===== src/rtl/regfile_pkg.sv =====
// Shared sizing for the register file: register count, data width, and
// the positions of the two source-index fields in the instruction word.
package regfile_pkg;
    localparam int unsigned RF_REGS    = 32;
    localparam int unsigned RF_WIDTH   = 32;
    localparam int unsigned RF_IDX_W   = $clog2(RF_REGS);
    localparam int unsigned INSTR_W    = 32;
    localparam int unsigned SRC_A_LSB  = 21;
    localparam int unsigned SRC_B_LSB  = 16;
    localparam int unsigned NUM_RPORTS = 2;
endpackage


===== src/rtl/rf_src_decode.sv =====
// Extracts the two source-register indices from fixed instruction fields.
// Assumes both fields fit inside the instruction word.
module rf_src_decode
    import regfile_pkg::*;
#(
    parameter int unsigned IW    = INSTR_W,
    parameter int unsigned IDX_W = RF_IDX_W,
    parameter int unsigned A_LSB = SRC_A_LSB,
    parameter int unsigned B_LSB = SRC_B_LSB
) (
    input  logic [IW-1:0]    instr,
    output logic [IDX_W-1:0] src_a,
    output logic [IDX_W-1:0] src_b
);
    // Bits outside the two index fields are deliberately unused.
    logic unused_instr_bits;

    // Slice the fixed fields out of the instruction word.
    always_comb begin
        src_a = instr[A_LSB +: IDX_W];
        src_b = instr[B_LSB +: IDX_W];
        unused_instr_bits = ^instr;
    end
endmodule


===== src/rtl/rf_storage.sv =====
// Register array with one synchronous write port. Entry 0 is a constant
// zero and has no flops. Synchronous active-low reset clears all entries.
// Assumes NUM_REGS is a power of two so every index value maps to an entry.
module rf_storage
    import regfile_pkg::*;
#(
    parameter int unsigned DATA_W   = RF_WIDTH,
    parameter int unsigned NUM_REGS = RF_REGS,
    parameter int unsigned IDX_W    = $clog2(NUM_REGS)
) (
    input  logic              clk,
    input  logic              rst_n,
    input  logic              wr_en,
    input  logic [IDX_W-1:0]  wr_idx,
    input  logic [DATA_W-1:0] wr_data,
    output logic [DATA_W-1:0] regs_o [NUM_REGS]
);
    for (genvar i = 0; i < NUM_REGS; i++) begin : g_reg
        if (i == 0) begin : g_zero
            // Entry 0 is tied to zero; writes to it have no target.
            assign regs_o[i] = '0;
        end else begin : g_flop
            logic sel;
            assign sel = wr_en && (wr_idx == IDX_W'(i));

            // Clear on reset, capture write data when addressed.
            always_ff @(posedge clk) begin
                if (!rst_n)   regs_o[i] <= '0;
                else if (sel) regs_o[i] <= wr_data;
            end

            AST_WRITE_LANDS: assert property (@(posedge clk) disable iff (!rst_n)
                (wr_en && wr_idx == IDX_W'(i)) |=> (regs_o[i] == $past(wr_data)));
            AST_UNTOUCHED_HOLDS: assert property (@(posedge clk) disable iff (!rst_n)
                !(wr_en && wr_idx == IDX_W'(i)) |=> $stable(regs_o[i]));
        end
    end
endmodule


===== src/rtl/rf_read_port.sv =====
// One combinational read port. It forwards write-back data when the write
// targets the index being read, which gives write-before-read behaviour.
// Assumes regs_i[0] is constant zero; the bypass is suppressed for index 0.
module rf_read_port
    import regfile_pkg::*;
#(
    parameter int unsigned DATA_W   = RF_WIDTH,
    parameter int unsigned NUM_REGS = RF_REGS,
    parameter int unsigned IDX_W    = $clog2(NUM_REGS)
) (
    input  logic              clk,
    input  logic              rst_n,
    input  logic [IDX_W-1:0]  rd_idx,
    input  logic [DATA_W-1:0] regs_i [NUM_REGS],
    input  logic              wr_en,
    input  logic [IDX_W-1:0]  wr_idx,
    input  logic [DATA_W-1:0] wr_data,
    output logic [DATA_W-1:0] rd_data
);
    logic fwd_hit;

    // Select forwarded write data on an index match, else the stored entry.
    always_comb begin
        fwd_hit = wr_en && (wr_idx != '0) && (wr_idx == rd_idx);
        rd_data = fwd_hit ? wr_data : regs_i[rd_idx];
    end

    AST_ZERO_INDEX: assert property (@(posedge clk) disable iff (!rst_n)
        (rd_idx == '0) |-> (rd_data == '0));
    AST_SAME_CYCLE_FWD: assert property (@(posedge clk) disable iff (!rst_n)
        (wr_en && wr_idx != '0 && wr_idx == rd_idx) |-> (rd_data == wr_data));
endmodule


===== src/rtl/regfile_bypass.sv =====
// Top of the register file: decodes the two source indices from the
// instruction, holds the array, and builds one read port per source.
// Assumes write-back drives wr_* for the full cycle before the edge.
module regfile_bypass
    import regfile_pkg::*;
#(
    parameter int unsigned DATA_W   = RF_WIDTH,
    parameter int unsigned NUM_REGS = RF_REGS,
    parameter int unsigned IW       = INSTR_W
) (
    input  logic              clk,
    input  logic              rst_n,
    input  logic [IW-1:0]     dec_instr,
    output logic [DATA_W-1:0] rd_data_a,
    output logic [DATA_W-1:0] rd_data_b,
    input  logic              wr_en,
    input  logic [$clog2(NUM_REGS)-1:0] wr_idx,
    input  logic [DATA_W-1:0] wr_data
);
    localparam int unsigned IDX_W = $clog2(NUM_REGS);

    logic [IDX_W-1:0]  src_idx  [NUM_RPORTS];
    logic [DATA_W-1:0] src_data [NUM_RPORTS];
    logic [DATA_W-1:0] regs     [NUM_REGS];

    rf_src_decode #(.IW(IW), .IDX_W(IDX_W), .A_LSB(SRC_A_LSB), .B_LSB(SRC_B_LSB)) dec_i (
        .instr (dec_instr),
        .src_a (src_idx[0]),
        .src_b (src_idx[1])
    );

    rf_storage #(.DATA_W(DATA_W), .NUM_REGS(NUM_REGS), .IDX_W(IDX_W)) store_i (
        .clk     (clk),
        .rst_n   (rst_n),
        .wr_en   (wr_en),
        .wr_idx  (wr_idx),
        .wr_data (wr_data),
        .regs_o  (regs)
    );

    for (genvar p = 0; p < NUM_RPORTS; p++) begin : g_port
        rf_read_port #(.DATA_W(DATA_W), .NUM_REGS(NUM_REGS), .IDX_W(IDX_W)) port_i (
            .clk     (clk),
            .rst_n   (rst_n),
            .rd_idx  (src_idx[p]),
            .regs_i  (regs),
            .wr_en   (wr_en),
            .wr_idx  (wr_idx),
            .wr_data (wr_data),
            .rd_data (src_data[p])
        );
    end

    // Map the generic port array onto the named outputs.
    always_comb begin
        rd_data_a = src_data[0];
        rd_data_b = src_data[1];
    end
endmodule


===== config.mk =====
export PLATFORM = sky130hd
export DESIGN_NAME = regfile_bypass
export DESIGN_NICKNAME = d
export VERILOG_FILES = /design/src/rtl/regfile_pkg.sv /design/src/rtl/rf_src_decode.sv /design/src/rtl/rf_storage.sv /design/src/rtl/rf_read_port.sv /design/src/rtl/regfile_bypass.sv
export SDC_FILE = /design/constraint.sdc
export NUM_CORES = 2
export LEC_CHECK = 0
export BUFFER_PORTS_ARGS = -buffer_cell sky130_fd_sc_hd__buf_2
export CORE_AREA = 2 2 333 335
export CTS_BUF_LIST = sky130_fd_sc_hd__clkbuf_4 sky130_fd_sc_hd__clkbuf_8
export DETAILED_ROUTE_END_ITERATION = 10
export DIE_AREA = 0 0 335 337
export PLACE_DENSITY = 0.68
export SYNTH_ARGS = -nofsm -noshare
export SYNTH_HDL_FRONTEND = slang
export SYNTH_SLANG_ARGS = --single-unit

===== constraint.sdc =====
create_clock -name clk -period 3.3 [get_ports clk]
set_clock_uncertainty 0.15 [all_clocks]
set_input_delay 0.825 -clock clk [delete_from_list [all_inputs] [get_ports clk]]
set_output_delay 0.825 -clock clk [all_outputs]
set_load 0.02 [all_outputs]

; Word-level counts from Yosys, hierarchy flattened
; Index checks and enable logic that the tools add are counted.
; W data, S select, Z words.
[totals]
ff_bits = 992
output_inout_bits = 64
[classes]
magnitude_cmp = 2
n_eq_ne = 33
mux = 8
bitwise_logic = 2
n_reduce_logical = 35
[op_table]
columns = cell, count
row1 = $bmux W32 S5, 2
row2 = $mux W32, 6
row3 = $eq A5 B5 Y1 const B, 16
row4 = $eq A5 B4 Y1 const B, 8
row5 = $logic_and A1 B1 Y1, 34
row6 = $eq A5 B3 Y1 const B, 4
row7 = $ge A6 B6 Y1 const B, 2
row8 = $not A5 Y6, 2
row9 = $eq A5 B2 Y1 const B, 2
row10 = $eq A5 B5 Y1, 2
row11 = $eq A5 B1 Y1 const B, 1
row12 = $reduce_bool A5 Y1, 1

; Logic depth before layout (Yosys ltp)
[logic_depth]
depth_word = 5
depth_mapped = 10

; Cells and area by module
; A second synthesis with hierarchy kept.
[hier_totals]
cells_unflattened = 5623
hier_area_um2 = 53993.0
[by_module_without_submodules]
columns = mod, instances, cells_each, area_per_inst_um2, seq_area_each_um2
row1 = rf_storage, 1, 3401, 35432.7, 19859.0
row2 = rf_read_port, 2, 1106, 9242.6, 0.0
row3 = rf_src_decode, 1, 10, 75.1, 0.0

; Worst setup path before layout
; No wires, ideal clock.
[synth_path]
kind = input-to-output
from = input port dec_instr[22]
to = output port rd_data_a[10]
arrival_time_ns = 2.482
required_ns = 2.325
setup_slack_ns = -0.157
stages = 7
path_cell_list = buf_2 -> buf_4 -> buf_2 -> mux4_2 -> mux2i_1 -> o32ai_1 -> a22o_1
[synth_via]
elab_chain_cells = 5
elab_cells_between_ends = 7
classes_between = eq/ne: 1 / mux: 4 / bitwise: 1 / reduce/logical: 1
[synth_lines]
columns = element, line_no
row1 = from (decl), regfile_bypass.sv:13  ; input logic [IW-1:0] dec_instr,
row2 = $not A5 Y6 (implied by the code), rf_read_port.sv:25  ; rd_data = fwd_hit ? wr_data : regs_i[rd_idx];
row3 = $bmux W32 S5, rf_read_port.sv:25
row4 = $mux W32 (implied by the code) (2 in a row), rf_read_port.sv:25
row5 = $mux W32 *, rf_read_port.sv:25
row6 = to (decl), regfile_bypass.sv:14  ; output logic [DATA_W-1:0] rd_data_a,
; Mark *: on every way between the ends. The rest lies on a longest branch, timed or not. The select of a mux whose other input is x is not followed.

; Worst setup path after layout
[layout_path]
from = input port dec_instr[22]
to = output port rd_data_a[30]
; Same word-level chain as after synthesis.

==> metrics.cfg <==
[outcome]
status = finished with violations
violations = setup timing

[clocking]
cts_max_level = 4
root_buffer = clkbuf_8
clk_pin_slew_ns = 0.06
clockBufferDepth = 3
cts.sinks = 992
clk_latency_ns = 0.84
cts_buffers = 161
cts_tree = done

[power]
netSwitchingFraction_pct = 27.2
irDropWorstVdd_mv = 0.366
pwr-share-seq_pct = 43.6
p_comb_share_pct = 14.0
clock_power_share_pct = 42.4
internal-power_uw = 20300
power.leakage_uw = 0.0236
total_power_uw = 27800
p_switching_uw = 7560
powerDensity_nw_per_um2 = 416

[floorplan]
start_util_pct = 49.5
io_pins = 136
die-width_um = 335
dieArea_um2 = 113000
num_rows = 122
core_um2 = 110000
die_h_um = 337

[sta]
fin_crit_ns = 3.87
setup_viol = 64
slew_headroom_pct = 49.3
fin_tns_setup_ns = -25.14
maxSlewViolCount = 0
rsz0062_at_grt = yes
fmax_mhz = 259
worst_pin_slew_ns = 0.760
fin_crit_sh_pct = 117
final-hold-violation-count = 0
setup_ws_ns = -0.568

[placement]
place_congestion = 0.982
placed_area_um2 = 59800
port_buffers = 113
hpwlAfterDp_um = 129000

[setup_path]
setup.worst_path.end_class = output pin
timing_worst_setup_path_type = primary input to output pin
r2r.worst_path.cells = 2
cp_max_fo = 14
cp.arrival_ns = 2.89
reg2reg_slack_ns = 2.37
crit_required_ns = 2.32
startpoint_type = primary input
reg2reg_from = store_i.regs_o[955]
r2r_end = store_i.regs_o[955]

[hold_path]
hold_depth = 3
min_path_type = primary input to flop
hp-start = wr_data[30]
holdPathEnd = store_i.regs_o[926]

[drt]
drt-vias-per-instance = 6.49
drt-total-wl_um = 218000
drtIter0Drc = 7587
wl_per_cell_um = 27.6
drt-pass1-iter-count = 8
route.detailed.drc = 0
ant_nets = 0
via_count = 51300

[logic_synthesis]
synth_top_cell_by_area = dfxtp_1
synth_top_area_share_pct = 36.6
postSynth.asyncResetShare_pct = 0
synth-edff-count = 0
netlist_area_um2 = 54200
synthCells = 6142
yosysWarnings = 0
ys.flop_type = dfxtp_1
synth.distinct_cells = 42
synth-seq-cells = 992
yosysSeqAreaShare_pct = 36.6
synth.avg_cell_area_um2 = 8.83
syn-num-nets = 6214
synthTopCellsByArea = dfxtp_1 (37%), nand2_1 (15%), mux4_2 (13%), a21boi_0 (13%), mux2i_1 (5.7%)

[finish]
final.fill_count = 8964
area_growth_pct = 23.3
reg_top3 = store_i.regs_o x992
final_layout_size_suffix_gt1_share_pct = 25.9
multi_input_area_um2 = 32900
layout.nets = 6430
largest_reg_flops = 992
largest-register = store_i.regs_o
fin_util_pct = 61.0
postLayoutCellArea_um2 = 66800
layout_common_cells = nand2_1 (2107), dfxtp_1 (984), a21boi_0 (944), buf_4 (340), mux4_2 (323)
final_common_cell = nand2_1
area.sequential_um2 = 19900

[global_route]
grt_pass1_wl_um = 316000
antenna_found_initial = 11
grt_max_degree = 131
grt_usage_pct = 37.5
grt_pass1_vias = 49000
grt_overflow_total = 0

[job]
max-cap-violations = 0

[synthesized netlist by cell type (5+ instances only)]
master     number
a22oi_1        61
a31oi_1         9
clkbuf_1      461
nor2b_1        14
xnor2_1         8
mux2_2        135
clkbuf_2       20
o211ai_1       84
a22o_1         64
nand3_1        28
buf_2         120
nand4_1        24
o32a_1         19
nand2_1      2143
buf_4          40
a21boi_0      944
nand2b_1        7
mux2i_1       307
a21oi_1        42
mux4_2        323
dfxtp_1       992
nor2_1         88
or2_2           5
buf_6           7
a221oi_1       32
a21boi_1       48
nor3_1          6
buf_1          16
a221o_1        32
o2111ai_1      29
o32ai_1        12
[power groups by stage]
stage | Clock [uW] | Sequential [uW] | Combinational [uW]
after floorplan | 0 | 12400 | 1850
after global placement | 0 | 12400 | 3180
after detailed placement | 0 | 12400 | 3200
after CTS | 11800 | 12100 | 3640
after global routing | 12400 | 12100 | 3950
final | 11800 | 12100 | 3890
[per-stage QoR]
step | std cells | hold slack [ns] | setup slack (ns)
finish | 7907 | 0.210 | -0.568
global route | 7901 | 0.206 | -0.556
CTS | 7871 | 0.168 | -0.473
detailed placement | 7500 | 0.309 | -0.576
global placement | 7500 | 0.301 | -0.563
floorplan | 6142 | 0.292 | -0.0151
[critical path, stage by stage]
cell and delay (ns):
buf_16 0.14, buf_12 0.19, buf_16 0.18, buf_12 0.15
mux4_2 0.49, mux2i_1 0.15, o211ai_1 0.20, a22o_1 0.34
buf_4 0.18
[logic make-up after synthesis]
family,count (synthesis),synth area share (%)
AOI/OAI and AO/OA,1380,19.5
xor gates and xnor gates,10,0.162
buffers and inverters,666,5.31
DFF,992,36.6
muxes,765,21.9
and+or+nand+nor,2329,16.6
[worst max path at each step]
stage | from | endpoint | slack, ns | depth (start not counted)
2_1_floorplan | dec_instr[22] | rd_data_a[10] | -0.02 | 8
3_3_place_gp | dec_instr[22] | rd_data_a[22] | -0.56 | 10
3_5_place_dp | dec_instr[22] | rd_data_a[4] | -0.58 | 8
4_1_cts | dec_instr[22] | rd_data_a[30] | -0.47 | 9
5_1_grt | wr_idx[2] | rd_data_a[17] | -0.56 | 10
6_report | dec_instr[22] | rd_data_a[30] | -0.57 | 9
[layer usage]
layer / part of all wire [%] / global-route usage [%] / vias to the layer above / wire [um]
li1: - / - / 21800 / -
met1: 37 / 50.0 / 24600 / 81300
met2: 41 / 53.8 / 4018 / 89500
met3: 15 / 11.6 / 848 / 33800
met4: 6.3 / 20.8 / 12 / 13700
met5: 0.040 / 0 / - / 88
[final cells by class]
class                   instances  share of cell area (%)
clock buffers                 247                    4.68
inverters                       2                  0.0112
flip-flops and latches        992                    29.7
repair buffers                717                    13.1
clock inverters                32                   0.533
well taps                    1426                    2.67
multi-input cells            4484                    49.3
diodes                          7                  0.0262
[what timing repair did]
item,4_1_cts,5_1_grt
endpoints found under the setup margin,64,64
setup buffers,68,33
pin swaps,98,78
gates cloned,24,8
gates resized for setup,356,134
hold buffers,0,0
No activity file was read; power rests on OpenSTA's default activity.
